===== src/rtl/msg_err_flagger.sv =====
module msg_err_flagger #(
  parameter int CNT_W = 6
) (
  input  logic        clk,
  input  logic        rst_n,
  input  logic        w_vld,
  input  logic        w_csync,
  input  logic        w_rsp,
  input  logic        w_err,
  input  logic [15:0] w_word,
  input  logic        wrap_evt,
  input  logic        msg_end,
  output logic        done_o,
  output logic [7:0]  flags_o
);
  localparam logic [CNT_W-1:0] CNT_MAX = '1;
  localparam int TR_BIT   = 10;
  localparam int BUSY_BIT = 3;

  logic             in_msg, is_tx, busy_seen, stat_seen;
  logic             f_roll, f_ssf, f_sync, f_inv;
  logic [CNT_W-1:0] exp_cnt, dcnt;

  logic             cmd_slot, stat_slot, dat_slot, clean_stat;
  logic             n_in, n_tx, n_busy, n_stat, n_roll, n_ssf, n_sync, n_inv, len_bad;
  logic [CNT_W-1:0] n_exp, n_dcnt, wc_words;

  assign cmd_slot   = w_vld & ~in_msg;
  assign stat_slot  = w_vld & in_msg & w_rsp;
  assign dat_slot   = w_vld & in_msg & ~w_rsp;
  assign clean_stat = stat_slot & ~w_err;

  assign wc_words = (w_word[4:0] == 5'd0) ? CNT_W'(32) : CNT_W'(w_word[4:0]);

  assign n_in   = in_msg | cmd_slot;
  assign n_tx   = cmd_slot ? w_word[TR_BIT] : is_tx;
  assign n_exp  = cmd_slot ? wc_words : exp_cnt;
  assign n_dcnt = (dat_slot && dcnt != CNT_MAX) ? dcnt + 1'b1 : dcnt;
  assign n_busy = busy_seen | (clean_stat & w_word[BUSY_BIT]);
  assign n_stat = stat_seen | stat_slot;

  assign n_roll = f_roll | wrap_evt;
  assign n_ssf  = f_ssf  | (clean_stat & (|w_word[10:0]));
  assign n_inv  = f_inv  | (w_vld & w_err);
  assign n_sync = f_sync | (cmd_slot & ~w_csync) | (dat_slot & w_csync) | (stat_slot & ~w_csync);

  assign len_bad = n_in & (n_dcnt != n_exp) & ~n_busy & ~(n_tx & ~n_stat);

  always_ff @(posedge clk) begin
    if (!rst_n) begin
      done_o    <= 1'b0;
      flags_o   <= '0;
      in_msg    <= 1'b0;
      is_tx     <= 1'b0;
      busy_seen <= 1'b0;
      stat_seen <= 1'b0;
      exp_cnt   <= '0;
      dcnt      <= '0;
      f_roll    <= 1'b0;
      f_ssf     <= 1'b0;
      f_sync    <= 1'b0;
      f_inv     <= 1'b0;
    end else if (msg_end) begin
      done_o    <= 1'b1;
      flags_o   <= {n_roll, n_ssf, len_bad, n_sync, n_inv, 3'b000};
      in_msg    <= 1'b0;
      is_tx     <= 1'b0;
      busy_seen <= 1'b0;
      stat_seen <= 1'b0;
      exp_cnt   <= '0;
      dcnt      <= '0;
      f_roll    <= 1'b0;
      f_ssf     <= 1'b0;
      f_sync    <= 1'b0;
      f_inv     <= 1'b0;
    end else begin
      done_o    <= 1'b0;
      in_msg    <= n_in;
      is_tx     <= n_tx;
      busy_seen <= n_busy;
      stat_seen <= n_stat;
      exp_cnt   <= n_exp;
      dcnt      <= n_dcnt;
      f_roll    <= n_roll;
      f_ssf     <= n_ssf;
      f_sync    <= n_sync;
      f_inv     <= n_inv;
    end
  end

  p_done_after_end_r8: assert property (@(posedge clk) disable iff (!rst_n)
    msg_end |=> done_o);
  p_done_single_r8: assert property (@(posedge clk) disable iff (!rst_n)
    !msg_end |=> !done_o);
  p_flags_held_r8: assert property (@(posedge clk) disable iff (!rst_n)
    !msg_end |=> $stable(flags_o));
  p_low_bits_zero_r8: assert property (@(posedge clk) disable iff (!rst_n)
    flags_o[2:0] == 3'b000);
  p_wrap_at_end_r7: assert property (@(posedge clk) disable iff (!rst_n)
    (msg_end && wrap_evt) |=> flags_o[7]);
  p_err_at_end_r5: assert property (@(posedge clk) disable iff (!rst_n)
    (msg_end && w_vld && w_err) |=> flags_o[3]);
  p_busy_no_len_r2: assert property (@(posedge clk) disable iff (!rst_n)
    (msg_end && w_vld && in_msg && w_rsp && !w_err && w_word[BUSY_BIT]) |=> !flags_o[5]);
endmodule


===== config.mk =====
export PLATFORM = sky130hd
export DESIGN_NAME = msg_err_flagger
export DESIGN_NICKNAME = d
export VERILOG_FILES = /design/src/rtl/msg_err_flagger.sv
export SDC_FILE = /design/constraint.sdc
export NUM_CORES = 1
export LEC_CHECK = 0
export ABC_AREA = 1
export CAP_MARGIN = 15
export CORE_ASPECT_RATIO = 2
export CORE_MARGIN = 2
export CORE_UTILIZATION = 48
export DETAILED_ROUTE_END_ITERATION = 10
export GPL_TIMING_DRIVEN = 0
export HOLD_SLACK_MARGIN = 0.03
export PLACE_DENSITY_LB_ADDON = 0.25
export SLEW_MARGIN = 20
export SYNTH_ARGS = -nofsm -noshare
export SYNTH_HDL_FRONTEND = slang
export SYNTH_SLANG_ARGS = --single-unit

===== constraint.sdc =====
create_clock -name clk -period 1.6 [get_ports clk]
set_input_delay 0.32 -clock clk [delete_from_list [all_inputs] [get_ports clk]]
set_output_delay 0.32 -clock clk [all_outputs]
set_load 0.01 [all_outputs]

==> results.cfg <==
[run_status]
outcome = complete, no violations

[worst_hold_path]
timing.hold.worst.class = register to register
min_from = flags_o[6]

[timing]
setup_violations = 0
worst_slew_margin_rel_pct = 62.88
final.setup.tns_ns = 0
timing.fmax_ghz = 0.6532
final_min_period_over_clock_period_pct = 95.69
crit_path_time_final_ns = 1.531
skew_ns = 0.008788
finalHoldViolCount = 0
report.final.slew_viol_count = 0
post_route_worst_hold_slack_ns = 0.4587
worst_slew_pin_slew_ns = 0.5568
worst_slack_ns = 0.06901

[yosys]
ys_dominant_reg_cell = sky130_fd_sc_hd__dfxtp_1
synth.cell_area_um2 = 1321
synth_area_leader_cell = sky130_fd_sc_hd__dfxtp_1
ys_ff_latch = 26
synth_enable_flop_cells = 0
synth_cells = 197
yosys_warnings = 0
synth_top_cells_by_area = sky130_fd_sc_hd__dfxtp_1 (39%), sky130_fd_sc_hd__nand2_1 (14%), sky130_fd_sc_hd__nor2_1 (8.5%), sky130_fd_sc_hd__nand3_1 (8.0%), sky130_fd_sc_hd__inv_1 (7.7%)
yosysMostFrequentCell = sky130_fd_sc_hd__nand2_1
post_synthesis_async_set_or_reset_flop_share_pct = 0
synth_seq_area_share_pct = 39.39
synth.distinct_cells = 27
synth_largest_type_area_fraction_pct = 39.39
syn-mean-instance-area_um2 = 6.707
synth.cells.most_frequent = sky130_fd_sc_hd__nand2_1 (49), sky130_fd_sc_hd__nor2_1 (30), sky130_fd_sc_hd__inv_1 (27), sky130_fd_sc_hd__dfxtp_1 (26), sky130_fd_sc_hd__nand3_1 (21)

[critical_path]
regToRegStartpoint = dcnt[1]
cp_num_buf_inv = 0
timing.critical_path.cells = ha_4 -> nand2_4 -> nor2_4 -> nand4_1 -> nand3_1 -> nand2_1 -> nor2_1 -> nand3_1 -> nand2_1 -> nand2_1
critPathMostFrequentCell = sky130_fd_sc_hd__nand2_1
cp_max_fo = 5
critPathRequiredTime_ns = 1.78
largest_stage_delay_on_the_critical_path_ns = 0.39
crit_path_start_kind = register
crit_start = dcnt[1]
cp_data_arrival_time_ns = 1.71
worstSetupEndpointType = register
crit_slowest_cell = sky130_fd_sc_hd__dfxtp_2
critical-path-top-delay-family = simple AND/OR/NAND/NOR gates
timing.setup.critical_path_class = register to register

[routing]
ant_nets = 0
drt_iter0_markers = 20
via_count = 1272
drt_pass1_iterations = 4
vias_per_cell = 4.930
post_dr_wirelength_cell_um = 12.06
drc_errors = 0
wl_mm = 3.112

[floorplanning]
die_y_extent_um = 78.20
chipWidth_um = 41.10
die-area_um2 = 3214
start_util_pct = 48.89
placement_rows = 27
core_area_um2 = 2703
num_io_pins = 33

[clock_tree]
clkLatencyLatePin_ns = 0.27
cts_root_buf = sky130_fd_sc_hd__clkbuf_8
max-clock-path-buffers = 2
cts_sinks = 26
tritoncts_clock_tree = yes
cts-htree-levels = 1
clkTransAtPathRegs_ns = 0.10
number_of_buffers_added_by_the_clock_tree_synthesis_step = 3

[cells_and_area]
finish.cell_count_without_fillers = 258
antenna_cells_inserted = 0
fill_cells = 253
layout-area-overhead-vs-synth_pct = 32.95
layout.nets = 255
design_area_um2 = 1757
drive_gt1_share_pct = 16.59
final_core_density_pct = 65.00

[power]
power.total_mw = 1.417
vdd.ir_drop.worst_mv = 1.043
cellLeakagePower_nw = 0.8098
switching_power_mw = 0.3226
cellPowerDensity_nw_per_um2 = 806.4
p_int_mw = 1.094
power.clock.fraction_pct = 38.9
pwr-share-comb_pct = 13.7
switching_share_pct = 22.77
sequentialPowerShare_pct = 47.4

[global_routing]
wire_length_of_the_first_global_routing_pass_mm = 4.988
number_of_global_route_vias_before_repair = 1212
antenna_found_initial = 0
grt_residual_overflow = 0
grt_start_max_net_pins = 16
gr-usage-all-layers_pct = 21.83

[placed_design]
port_buffers = 24
dp_hpwl_mm = 2.424
placement.setup.worst_slack_ns = -0.4221
post-place-cells = 252
placer_congestion_estimate = 0.7850
detailed_place.area_um2 = 1605

[job]
cap_violations = 0
-- power groups by stage --
| stage | combinational (mW) | clock, mW | sequential [mW] |
|---|---|---|---|
| after floorplan | 0.0978 | 0 | 0.690 |
| after global placement | 0.188 | 0 | 0.687 |
| after detailed placement | 0.191 | 0 | 0.688 |
| after CTS | 0.191 | 0.555 | 0.673 |
| after global routing | 0.215 | 0.574 | 0.674 |
| final | 0.194 | 0.551 | 0.672 |
-- per-layer routing --
layer / global-route usage [%] / up-vias / share of wire, %
li1: - / 671 / -
met1: 22.78 / 575 / 36
met2: 40.78 / 20 / 59
met3: 2.825 / 6 / 1.9
met4: 5.806 / 0 / 2.3
met5: 0 / - / 0
-- placed cells by master, fill, tap and decap left out, types with 4 or more instances in the layout --
master,count
sky130_fd_sc_hd__nand2_1,47
sky130_fd_sc_hd__buf_4,5
sky130_fd_sc_hd__nand2_2,4
sky130_fd_sc_hd__nand3_1,19
sky130_fd_sc_hd__nor2_1,26
sky130_fd_sc_hd__inv_1,26
sky130_fd_sc_hd__dfxtp_1,23
sky130_fd_sc_hd__nor2_2,4
sky130_fd_sc_hd__a21oi_1,8
sky130_fd_sc_hd__inv_2,4
sky130_fd_sc_hd__clkdlybuf4s50_1,22
-- path summary, 6_finish.rpt --
path	slack, ns	cells past startpoint	to
min	0.46	2	flags_o[6]
min reg2reg	0.46	2	flags_o[6]
max	0.07	10	flags_o[5]
max reg2reg	0.07	10	flags_o[5]
-- registers in the layout (all words and copies together), names as in the netlist --
signal and cells:
busy_seen 1, dcnt 6, done_o 1, exp_cnt 6, f_inv 1, f_roll 1
f_ssf 1, f_sync 1, flags_o 5, in_msg 1, is_tx 1, stat_seen 1
-- kinds of logic after synthesis --
kind of cell / count (synthesis) / share of synthesized area (%)
AND/OR/NAND/NOR: 111 / 36.93
buffers and inverters: 36 / 11.65
flip-flops: 26 / 39.39
AO/OA/AOI/OAI: 21 / 10.04
multiplexers: 1 / 0.7576
adder cells (fa/ha/maj): 1 / 0.9468
other: 1 / 0.2838
-- final cells by class --
type | count | area [µm²] | area share, %
multi-input cells | 137 | 714.4 | 40.67
clock buffers | 3 | 41.29 | 2.350
flip-flops and latches | 26 | 526.8 | 29.99
clock inverters | 1 | 30.03 | 1.709
repair buffers | 26 | 254.0 | 14.46
plain buffers | 6 | 41.29 | 2.350
well taps | 29 | 36.28 | 2.066
inverters | 30 | 112.6 | 6.410
-- tightest hold or removal path: stages (launching register included) --
cell,delay (ns)
sky130_fd_sc_hd__dfxtp_1,0.33
sky130_fd_sc_hd__nand2_1,0.06
sky130_fd_sc_hd__nand2_1,0.04
-- timing repair --
item | 4_1_cts | 5_1_grt
setup buffers | 0 | 2
hold endpoints to repair | 0 | 0
endpoints found under the setup margin | 1 | 22
pin swaps | 3 | 3
hold buffers | 0 | 0
resized for setup | 10 | 14
No activity file was read; power rests on OpenSTA's default activity.
